`config.mk`:
```
export PLATFORM = sky130hd
export DESIGN_NAME = mst_data_buf
export DESIGN_NICKNAME = d
export VERILOG_FILES = /design/src/rtl/mdbuf_pkg.sv /design/src/rtl/mdbuf_ctrl.sv /design/src/rtl/mdbuf_store.sv /design/src/rtl/mdbuf_flags.sv /design/src/rtl/mst_data_buf.sv
export SDC_FILE = /design/constraint.sdc
export NUM_CORES = 1
export LEC_CHECK = 0
export CAP_MARGIN = 20
export CORE_MARGIN = 5
export CORE_UTILIZATION = 45
export DETAILED_ROUTE_END_ITERATION = 8
export GPL_ROUTABILITY_DRIVEN = 0
export PLACE_DENSITY = 0.81
export SETUP_SLACK_MARGIN = 0.02
export SLEW_MARGIN = 5
export SYNTH_ARGS = -nofsm -noshare
export SYNTH_HDL_FRONTEND = slang
export SYNTH_SLANG_ARGS = --single-unit
```
`constraint.sdc`:
```
create_clock -name clk_i -period 3.5 [get_ports clk_i]
set_clock_uncertainty 0.15 [all_clocks]
set_input_delay 0.7 -clock clk_i [delete_from_list [all_inputs] [get_ports clk_i]]
set_output_delay 0.7 -clock clk_i [all_outputs]
set_load 0.005 [all_outputs]
```
`src/rtl/mdbuf_pkg.sv`:
```
package mdbuf_pkg;
  typedef enum logic [2:0] {
    OP_NONE,
    OP_FLUSH,
    OP_LOAD,
    OP_DRAIN,
    OP_PUSH,
    OP_POP
  } mdbuf_op_e;
endpackage

```
`src/rtl/mdbuf_ctrl.sv`:
```
module mdbuf_ctrl
  import mdbuf_pkg::*;
#(
  parameter int DEPTH = 4,
  localparam int IW = $clog2(DEPTH) + 1,
  localparam int CW = $clog2(DEPTH + 1)
) (
  input  logic                 clk_i,
  input  logic                 rst_ni,
  input  logic                 flush_i,
  input  logic                 load_i,
  input  logic [CW-1:0]        cnt_i,
  input  logic                 drain_i,
  input  logic                 push_i,
  input  logic                 pop_i,
  output mdbuf_op_e            op_o,
  output logic [CW-1:0]        load_n_o,
  output logic signed [IW-1:0] idx_o
);
  localparam logic signed [IW-1:0] IdxEmpty = '1;
  localparam logic signed [IW-1:0] IdxTop   = IW'(DEPTH - 1);
  localparam logic [CW-1:0]        CntMax   = CW'(DEPTH);

  logic signed [IW-1:0] idx_q, idx_d;

  assign load_n_o = (cnt_i > CntMax) ? CntMax : cnt_i;

  always_comb begin
    if (flush_i)                        op_o = OP_FLUSH;
    else if (load_i)                    op_o = OP_LOAD;
    else if (drain_i)                   op_o = OP_DRAIN;
    else if (push_i && idx_q != IdxTop) op_o = OP_PUSH;
    else if (push_i)                    op_o = OP_NONE;  // push on full is dropped
    else if (pop_i && idx_q != IdxEmpty) op_o = OP_POP;
    else                                op_o = OP_NONE;
  end

  always_comb begin
    unique case (op_o)
      OP_FLUSH, OP_DRAIN: idx_d = IdxEmpty;
      OP_LOAD:            idx_d = IW'(int'(load_n_o) - 1);
      OP_PUSH:            idx_d = idx_q + IW'(1);
      OP_POP:             idx_d = idx_q - IW'(1);
      default:            idx_d = idx_q;
    endcase
  end

  always_ff @(posedge clk_i or negedge rst_ni) begin
    if (!rst_ni) idx_q <= IdxEmpty;
    else         idx_q <= idx_d;
  end

  assign idx_o = idx_q;

  assert_idx_range_R1: assert property (@(posedge clk_i) disable iff (!rst_ni)
    (idx_q >= IdxEmpty) && (idx_q <= IdxTop));

  assert_no_overflow_R2: assert property (@(posedge clk_i) disable iff (!rst_ni)
    (push_i && idx_q == IdxTop && !flush_i && !load_i && !drain_i) |=> $stable(idx_q));

  assert_drain_empties_R8: assert property (@(posedge clk_i) disable iff (!rst_ni)
    (drain_i && !flush_i && !load_i) |=> (idx_q == IdxEmpty));
endmodule

```
`src/rtl/mdbuf_store.sv`:
```
module mdbuf_store
  import mdbuf_pkg::*;
#(
  parameter int DEPTH = 4,
  parameter int DW    = 8,
  localparam int IW = $clog2(DEPTH) + 1,
  localparam int CW = $clog2(DEPTH + 1)
) (
  input  logic                 clk_i,
  input  logic                 rst_ni,
  input  mdbuf_op_e            op_i,
  input  logic signed [IW-1:0] idx_i,
  input  logic [CW-1:0]        load_n_i,
  input  logic [DW-1:0]        push_data_i,
  input  logic [DEPTH*DW-1:0]  load_data_i,
  output logic [DEPTH*DW-1:0]  ent_o
);
  logic [DW-1:0] ent_q [DEPTH];

  for (genvar g = 0; g < DEPTH; g++) begin : g_ent
    logic [DW-1:0] ent_d;
    always_comb begin
      ent_d = ent_q[g];
      unique case (op_i)
        OP_FLUSH: ent_d = '0;
        OP_LOAD:  if (g < int'(load_n_i)) ent_d = load_data_i[g*DW +: DW];
        OP_PUSH:  if (g == int'(idx_i) + 1) ent_d = push_data_i;
        OP_POP:   if (g < int'(idx_i)) ent_d = ent_q[(g + 1) % DEPTH];
        default:  ;
      endcase
    end
    always_ff @(posedge clk_i or negedge rst_ni) begin
      if (!rst_ni) ent_q[g] <= '0;
      else         ent_q[g] <= ent_d;
    end
    assign ent_o[g*DW +: DW] = ent_q[g];
  end

  assert_flush_zero_R6: assert property (@(posedge clk_i) disable iff (!rst_ni)
    (op_i == OP_FLUSH) |=> (ent_o == '0));

  assert_drain_keeps_R8: assert property (@(posedge clk_i) disable iff (!rst_ni)
    (op_i == OP_DRAIN) |=> $stable(ent_o));
endmodule

```
`src/rtl/mdbuf_flags.sv`:
```
module mdbuf_flags
  import mdbuf_pkg::*;
#(
  parameter int DEPTH = 4,
  localparam int IW = $clog2(DEPTH) + 1,
  localparam int CW = $clog2(DEPTH + 1)
) (
  input  logic                 clk_i,
  input  logic                 rst_ni,
  input  mdbuf_op_e            op_i,
  input  logic signed [IW-1:0] idx_i,
  input  logic [CW-1:0]        load_n_i,
  output logic                 has_data_o,
  output logic                 full_o
);
  localparam logic signed [IW-1:0] IdxEmpty = '1;
  localparam logic signed [IW-1:0] IdxTop   = IW'(DEPTH - 1);
  localparam logic signed [IW-1:0] IdxNearTop = IW'(DEPTH - 2);

  logic has_q, has_d, full_q, full_d;

  always_comb begin
    has_d  = has_q;
    full_d = full_q;
    unique case (op_i)
      OP_FLUSH: begin has_d = 1'b0; full_d = 1'b0; end
      OP_LOAD: begin
        if (load_n_i != '0)          has_d  = 1'b1;
        if (int'(load_n_i) == DEPTH) full_d = 1'b1;
      end
      OP_PUSH: begin
        if (idx_i == IdxEmpty)   has_d  = 1'b1;
        if (idx_i == IdxNearTop) full_d = 1'b1;
      end
      OP_POP: begin
        if (idx_i == '0)     has_d  = 1'b0;
        if (idx_i == IdxTop) full_d = 1'b0;
      end
      default: ;
    endcase
  end

  always_ff @(posedge clk_i or negedge rst_ni) begin
    if (!rst_ni) begin
      has_q  <= 1'b0;
      full_q <= 1'b0;
    end else begin
      has_q  <= has_d;
      full_q <= full_d;
    end
  end

  assign has_data_o = has_q;
  assign full_o     = full_q;

  assert_first_push_sets_R3: assert property (@(posedge clk_i) disable iff (!rst_ni)
    (op_i == OP_PUSH && idx_i == IdxEmpty) |=> has_data_o);

  assert_last_pop_clears_R5: assert property (@(posedge clk_i) disable iff (!rst_ni)
    (op_i == OP_POP && idx_i == '0) |=> !has_data_o);

  assert_flush_flags_R6: assert property (@(posedge clk_i) disable iff (!rst_ni)
    (op_i == OP_FLUSH) |=> (!has_data_o && !full_o));

  assert_load_sticky_R7: assert property (@(posedge clk_i) disable iff (!rst_ni)
    (op_i == OP_LOAD && has_data_o) |=> has_data_o);
endmodule

```
`src/rtl/mst_data_buf.sv`:
```
module mst_data_buf
  import mdbuf_pkg::*;
#(
  parameter int DEPTH     = 4,
  parameter int DW        = 8,
  parameter int FLUSH_BIT = 6,
  localparam int IW = $clog2(DEPTH) + 1,
  localparam int CW = $clog2(DEPTH + 1)
) (
  input  logic                clk_i,
  input  logic                rst_ni,
  input  logic                host_wr_i,
  input  logic [DW-1:0]       host_wdata_i,
  input  logic                host_rd_i,
  output logic [DW-1:0]       host_rdata_o,
  input  logic                mode_wr_i,
  input  logic [DW-1:0]       mode_wdata_i,
  input  logic                eng_load_i,
  input  logic [CW-1:0]       eng_cnt_i,
  input  logic [DEPTH*DW-1:0] eng_data_i,
  input  logic                eng_drain_i,
  output logic [DEPTH*DW-1:0] eng_data_o,
  output logic [CW-1:0]       level_o,
  output logic                has_data_o,
  output logic                full_o
);
  localparam logic [DW-1:0] FlushMask = DW'(1) << FLUSH_BIT;

  mdbuf_op_e            op;
  logic signed [IW-1:0] idx;
  logic [CW-1:0]        load_n;
  logic                 flush_req;

  assign flush_req = mode_wr_i && ((mode_wdata_i & FlushMask) != '0);

  mdbuf_ctrl #(.DEPTH(DEPTH)) u_ctrl (
    .clk_i, .rst_ni,
    .flush_i (flush_req),
    .load_i  (eng_load_i),
    .cnt_i   (eng_cnt_i),
    .drain_i (eng_drain_i),
    .push_i  (host_wr_i),
    .pop_i   (host_rd_i),
    .op_o    (op),
    .load_n_o(load_n),
    .idx_o   (idx)
  );

  mdbuf_store #(.DEPTH(DEPTH), .DW(DW)) u_store (
    .clk_i, .rst_ni,
    .op_i       (op),
    .idx_i      (idx),
    .load_n_i   (load_n),
    .push_data_i(host_wdata_i),
    .load_data_i(eng_data_i),
    .ent_o      (eng_data_o)
  );

  mdbuf_flags #(.DEPTH(DEPTH)) u_flags (
    .clk_i, .rst_ni,
    .op_i      (op),
    .idx_i     (idx),
    .load_n_i  (load_n),
    .has_data_o(has_data_o),
    .full_o    (full_o)
  );

  assign level_o      = CW'(int'(idx) + 1);
  assign host_rdata_o = (idx < 0) ? '0 : eng_data_o[DW-1:0];

  assert_empty_pop_R9: assert property (@(posedge clk_i) disable iff (!rst_ni)
    (host_rd_i && level_o == '0 && !flush_req && !eng_load_i && !eng_drain_i && !host_wr_i)
    |=> (level_o == '0 && $stable(has_data_o) && $stable(full_o)));

  assert_fifo_order_R4: assert property (@(posedge clk_i) disable iff (!rst_ni)
    (host_rd_i && level_o > CW'(1) && !flush_req && !eng_load_i && !eng_drain_i && !host_wr_i)
    |=> (host_rdata_o == $past(eng_data_o[2*DW-1:DW])));
endmodule

```
### Word-level counts from Yosys, hierarchy flattened

Cells that the tools add are included.

* flip-flop bits (word level): 37
* input bits: 58
* word-level logic and storage cells: 101
* output and inout port bits: 45

* reduce and logical (&&, ||, !) cells: 15
* add/subtract/negate cells: 4
* equal/unequal tests: 32
* magnitude comparators: 10
* muxes and demuxes: 33

Operator list (count)
* 8-bit case mux with 4 select lines: 4
* 8-bit 2-to-1 mux: 13
* 3-bit by 32-bit equality test with 1-bit output (first input constant): 2
* 2-bit by 1-bit != test with 1-bit output (second input constant): 18
* 2-bit by 32-bit equality test with 1-bit output (first input constant): 1
* 32-bit logical NOT: 1
* 4-bit AND reduction: 6
* 3-bit 2-to-1 mux: 7
* 3-bit equality test (second input constant): 5
* 3-bit case mux with 4 select lines: 1
* 1-bit by 3-bit < comparator with 1-bit output (first input constant): 3
* 2-bit by 3-bit < comparator with 1-bit output (first input constant): 3
* 1-bit case mux with 4 select lines: 2
* 4-bit nonzero test: 2
* 3-bit by 1-bit equality test with 1-bit output (second input constant): 2
* 3-bit by 2-bit equality test with 1-bit output (second input constant): 2
* 3-bit < comparator (first input constant): 2
* 1-bit 2-to-1 mux: 6
* 3-bit by 2-bit adder with 4-bit output (second input constant): 1
* 3-bit by 2-bit adder with 3-bit output (second input constant): 1
* 3-bit > comparator (second input constant): 1
* 1-bit logical AND: 3
* 3-bit logical NOT: 1
* 3-bit by 1-bit < comparator with 1-bit output (second input constant): 1
* 6 further kinds: 6

### Logic depth before layout (Yosys ltp)

* word-level depth: 11
* gate-level depth with buffers: 9
* depth with buffers taken out: 8

### Modules after synthesis

Synthesis repeated with hierarchy kept, for this count alone.

* cells, all modules: 284
* area total of the unflattened synthesis: 2555.0 um^2

By module, submodules not included
* mdbuf_store: seq. area each 800.8 um^2, instances 1, cells each 213, area each 1959.4 um^2
* mdbuf_ctrl: seq. area each 78.8 um^2, instances 1, cells each 38, area each 330.3 um^2
* mdbuf_flags: seq. area each 50.0 um^2, instances 1, cells each 21, area each 163.9 um^2
* mst_data_buf: seq. area each 0.0 um^2, instances 1, cells each 12, area each 101.3 um^2

### Worst setup path after synthesis

No wires, ideal clock.

* path type: register to register
* start point: register u_ctrl.idx_q[0], in the netlist u_ctrl.idx_o[0]
* end point: register u_store.ent_q (netlist bit u_store.ent_o[10])
* buffers on the path: 1
* library setup time: 0.125 ns
* cell stages (with the launch flop): 10
* data arrival time: 2.406 ns
* slack: 0.819 ns
* clock period less this slack: 2.681 ns
* required time: 3.225 ns
* path through: dfstp_2 -> buf_2 -> inv_1 -> ha_1 -> ha_1 -> xor2_1 -> nand3b_1 -> a21oi_1 -> o221ai_4 -> mux2_2

* elaborated cells on any way between the ends: 23
* those cells by class: add/sub: 1; order compare: 1; eq/ne: 10; mux: 7; reduce/logical: 4

RTL lines
* start: declaration: RTL line mdbuf_ctrl.sv:24 `logic signed [IW-1:0] idx_q, idx_d;`
* start signal: assignment: RTL line mdbuf_ctrl.sv:49 `if (!rst_ni) idx_q <= IdxEmpty;`
* start signal: assignment: RTL line mdbuf_ctrl.sv:50 `else idx_q <= idx_d;`
* 3-bit by 2-bit adder with 4-bit output: RTL line mdbuf_store.sv:27 `OP_PUSH: if (g == int'(idx_i) + 1) ent_d = push_data_i;`
* named net level_o[0]: RTL line mst_data_buf.sv:23 `output logic [CW-1:0] level_o,`
* 2-bit by 32-bit equality test with 1-bit output: RTL line mdbuf_store.sv:27
* 2-bit by 1-bit != test with 1-bit output (no line)
* 4-bit AND reduction (no line)
* end signal: indexed assignment: RTL line mdbuf_store.sv:34 `else ent_q[g] <= ent_d;`
* end: declaration: RTL line mdbuf_store.sv:18 `logic [DW-1:0] ent_q [DEPTH];`

The timed path passes the listed nets, and every way through them passes these cells.
A chain may end at the register's enable or synchronous reset.

### Worst setup path in the final report

* start point: register u_ctrl.idx_q[0], in the netlist u_ctrl.idx_o[0]
* end point: output port host_rdata_o[6]

* cells in the longest elaborated chain, start to end: 2

Ends and longest elaborated chain
* 3-bit by 1-bit < comparator with 1-bit output: RTL line mst_data_buf.sv:69 `assign host_rdata_o = (idx < 0) ? '0 : eng_data_o[DW-1:0];`
* 8-bit 2-to-1 mux: RTL line mst_data_buf.sv:69
* end: declaration: RTL line mst_data_buf.sv:15 `output logic [DW-1:0] host_rdata_o,`

Every way passes these cells.

==> impl_metrics.ini <==
[outcome]
status = finished clean

[route]
wl_met2_um = 4040
vias = 2655
postRouteWirelength_um = 8150
wl_met1_um = 3400
drt-initial-drc-count = 211
wl_per_cell_um = 17.9
firstDrtPassIters = 7
wl_met3_um = 598
routed.top_layer = met4
drc = 0
drt.antenna.violating_nets = 0
via_per_inst = 5.82

[global_routing]
grt_pass1_wl_um = 13000
grt_pass1_vias = 2602
grt_max_degree = 38
grt_antenna_before_repair = 0
grt_overflow = 0
grtUsageTotal_pct = 21.4

[finish]
drive_above_1_share_pct = 14.7
design_area_sq_mm = 0.00379
final_nets = 448
utilization_pct = 64.1
diodes = 0
syn_to_final_growth_pct = 38.4
final_cell_mix = clkdlybuf4s50_1 (94), nand2_1 (44), o21ai_0 (38)
final_common_cell = clkdlybuf4s50_1

[clock_tree]
root_buffer = clkbuf_8
postCtsHoldBufs = 0
clkTransAtPathRegs_ns = 0.08
cts_buffers = 5
clkLatencyLatePin_ns = 0.29
ctsResizeCount = 0
clock_path_buffers = 2
cts_setup_buffers = 0
cts_max_level = 2
cts.sinks = 37
tritoncts = done

[timing]
final_max_slew_viol_count = 0
timing.hold.ws_ns = 0.352
hold_viol = 0
fin_crit_ns = 3.35
slew_headroom_pct = 44.2
setup-violations-final = 0
max_freq_mhz = 298
totalNegativeSetupSlack_ns = 0
rsz0062_at_grt = false
fin_ws_ns = 0.146
worst_pin_slew_ns = 0.837
post-route-period-util_pct = 95.8

[yosys]
yosysSeqAreaShare_pct = 33.9
synthAdderAreaFrac_pct = 4.93
synthArstFlopShare_pct = 100
yosys_most_used_dff = dfrtp_1
synth.distinct_cells = 52
muxShareOfSynthArea_pct = 15.1
ys.warnings.count = 0
synthCells = 295
synthesis.nets = 363
synth_xor_area_share_pct = 0.639
postSynthAreaPerCell_sq_um = 9.29
synth_compound_area_share_pct = 24.7
synth-simple-area-share_pct = 14.5
yosys_register_bits = 37
synth_area_sq_mm = 0.00274
synth_top_family_by_area = compound AO/OA/AOI/OAI gates
synth_edf_count = 0

[critical_path]
crit_arrival_ns = 2.50
critPathBufInv = 3
cp_slowest_stage_delay_ns = 0.66
worstSetupPathType = reg2out
end_kind = output port
cpMostUsedCell = ha_1
cp_slowest_cell = dfstp_2
startpoint_type = register
crit_fanout = 10
path_cells = inv_1 > ha_1 > ha_1 > nor2_2 > buf_4 > nor2b_1 > clkdlybuf4s50_1
crit_required_ns = 2.65
critPathTopFamily = buffers and inverters

[pwr]
leakagePower_nw = 1.60
seqPwrFrac_pct = 38.8
combinationalPowerShare_pct = 40.7
powerDensity_mw_per_mm2 = 383
pwr-share-clk_pct = 20.5
p_switching_mw = 0.482
ir_drop_v = 0.000241
intPower_mw = 0.969
p_sw_share_pct = 33.2

[floorplan]
die_w_um = 88.0
core_sq_mm = 0.00592
ioPinCount = 103
start_util_pct = 46.3
rows = 28
die_h_um = 88.0
die-area_sq_mm = 0.00775

[placement]
place_area_sq_mm = 0.00370
hpwlAfterDp_um = 5820
portBuffers = 95
pre_cts_ws_ns = 0.224

[min_path]
hp-class = in2async

[job]
maxCapViolations = 0
## routing by layer
metal | vias up | GRT usage [%]
li1 | 1234 | -
met1 | 1283 | 28.1
met2 | 126 | 34.9
met3 | 12 | 5.08
met4 | 0 | 6.73
met5 | - | 0
## worst paths after layout
kind                                    from                end  slack (ns)  cells past startpoint
setup / recovery             u_ctrl.idx_o[0]    host_rdata_o[6]        0.15                      7
hold / removal                        rst_ni  u_store.ent_o[25]        0.35                      1
hold reg to reg            u_store.ent_o[25]  u_store.ent_o[25]        0.38                      1
min in group clk_i         u_store.ent_o[25]  u_store.ent_o[25]        0.38                      1
setup reg to reg             u_ctrl.idx_o[1]   u_store.ent_o[7]        0.53                      7
max in group asynchronous             rst_ni  u_store.ent_o[15]        2.31                      1
## state kept, by name, indices dropped and copies added, names as in the netlist
signal and flops:
u_ctrl.idx_o 3, u_store.ent_o 32, u_flags.has_data_o 1, u_flags.full_o 1
## synthesized netlist by cell type (all sizes together) (2+ instances only)
master	instances	area share, %
a21o	2	0.55
a21oi	13	2.4
a22oi	29	7.9
and2	3	0.78
and3	2	0.46
buf	12	3.4
clkbuf	13	1.8
dfrtp	34	31
dfstp	3	2.9
ha	10	4.6
inv	7	0.96
mux2	32	14
mux2i	2	0.73
nand2	44	6.0
nand2b	2	0.46
nand3	5	0.91
nand3b	3	1.3
nor2	5	0.96
nor2b	9	2.1
o21ai	42	7.8
## cell families (layout without fill, tap and decap cells)
kind of cell,Yosys count,count (layout)
adders and majority gates,11,11
DFF,37,37
xor gates and xnor gates,2,2
muxes,34,34
AOI/OAI and AO/OA,101,101
and+or+nand+nor,78,78
buffers and inverters,32,118
## power by group through the flow
stage / registers (mW) / logic, mW / clock network (mW)
3_3_place_gp: 0.564 / 0.579 / 0
6_report: 0.563 / 0.591 / 0.298
3_5_place_dp: 0.568 / 0.588 / 0
5_1_grt: 0.572 / 0.636 / 0.316
2_1_floorplan: 0.550 / 0.310 / 0
4_1_cts: 0.561 / 0.592 / 0.305
## per-stage QoR
step | total power [mW] | std cells
floorplan | 0.861 | 295
global placement | 1.14 | 448
detailed placement | 1.16 | 448
CTS | 1.46 | 456
global route | 1.52 | 456
finish | 1.45 | 456
## layout make-up
class / instances / area (sq um)
Fill cell: 498 / 2130
Multi-Input combinational cell: 226 / 1650
Timing Repair Buffer: 103 / 1010
Sequential cell: 37 / 930
Tap cell: 75 / 93.8
Clock buffer: 5 / 68.8
Inverter: 7 / 26.3
Clock inverter: 3 / 17.5
No activity file was read; power rests on OpenSTA's default activity.
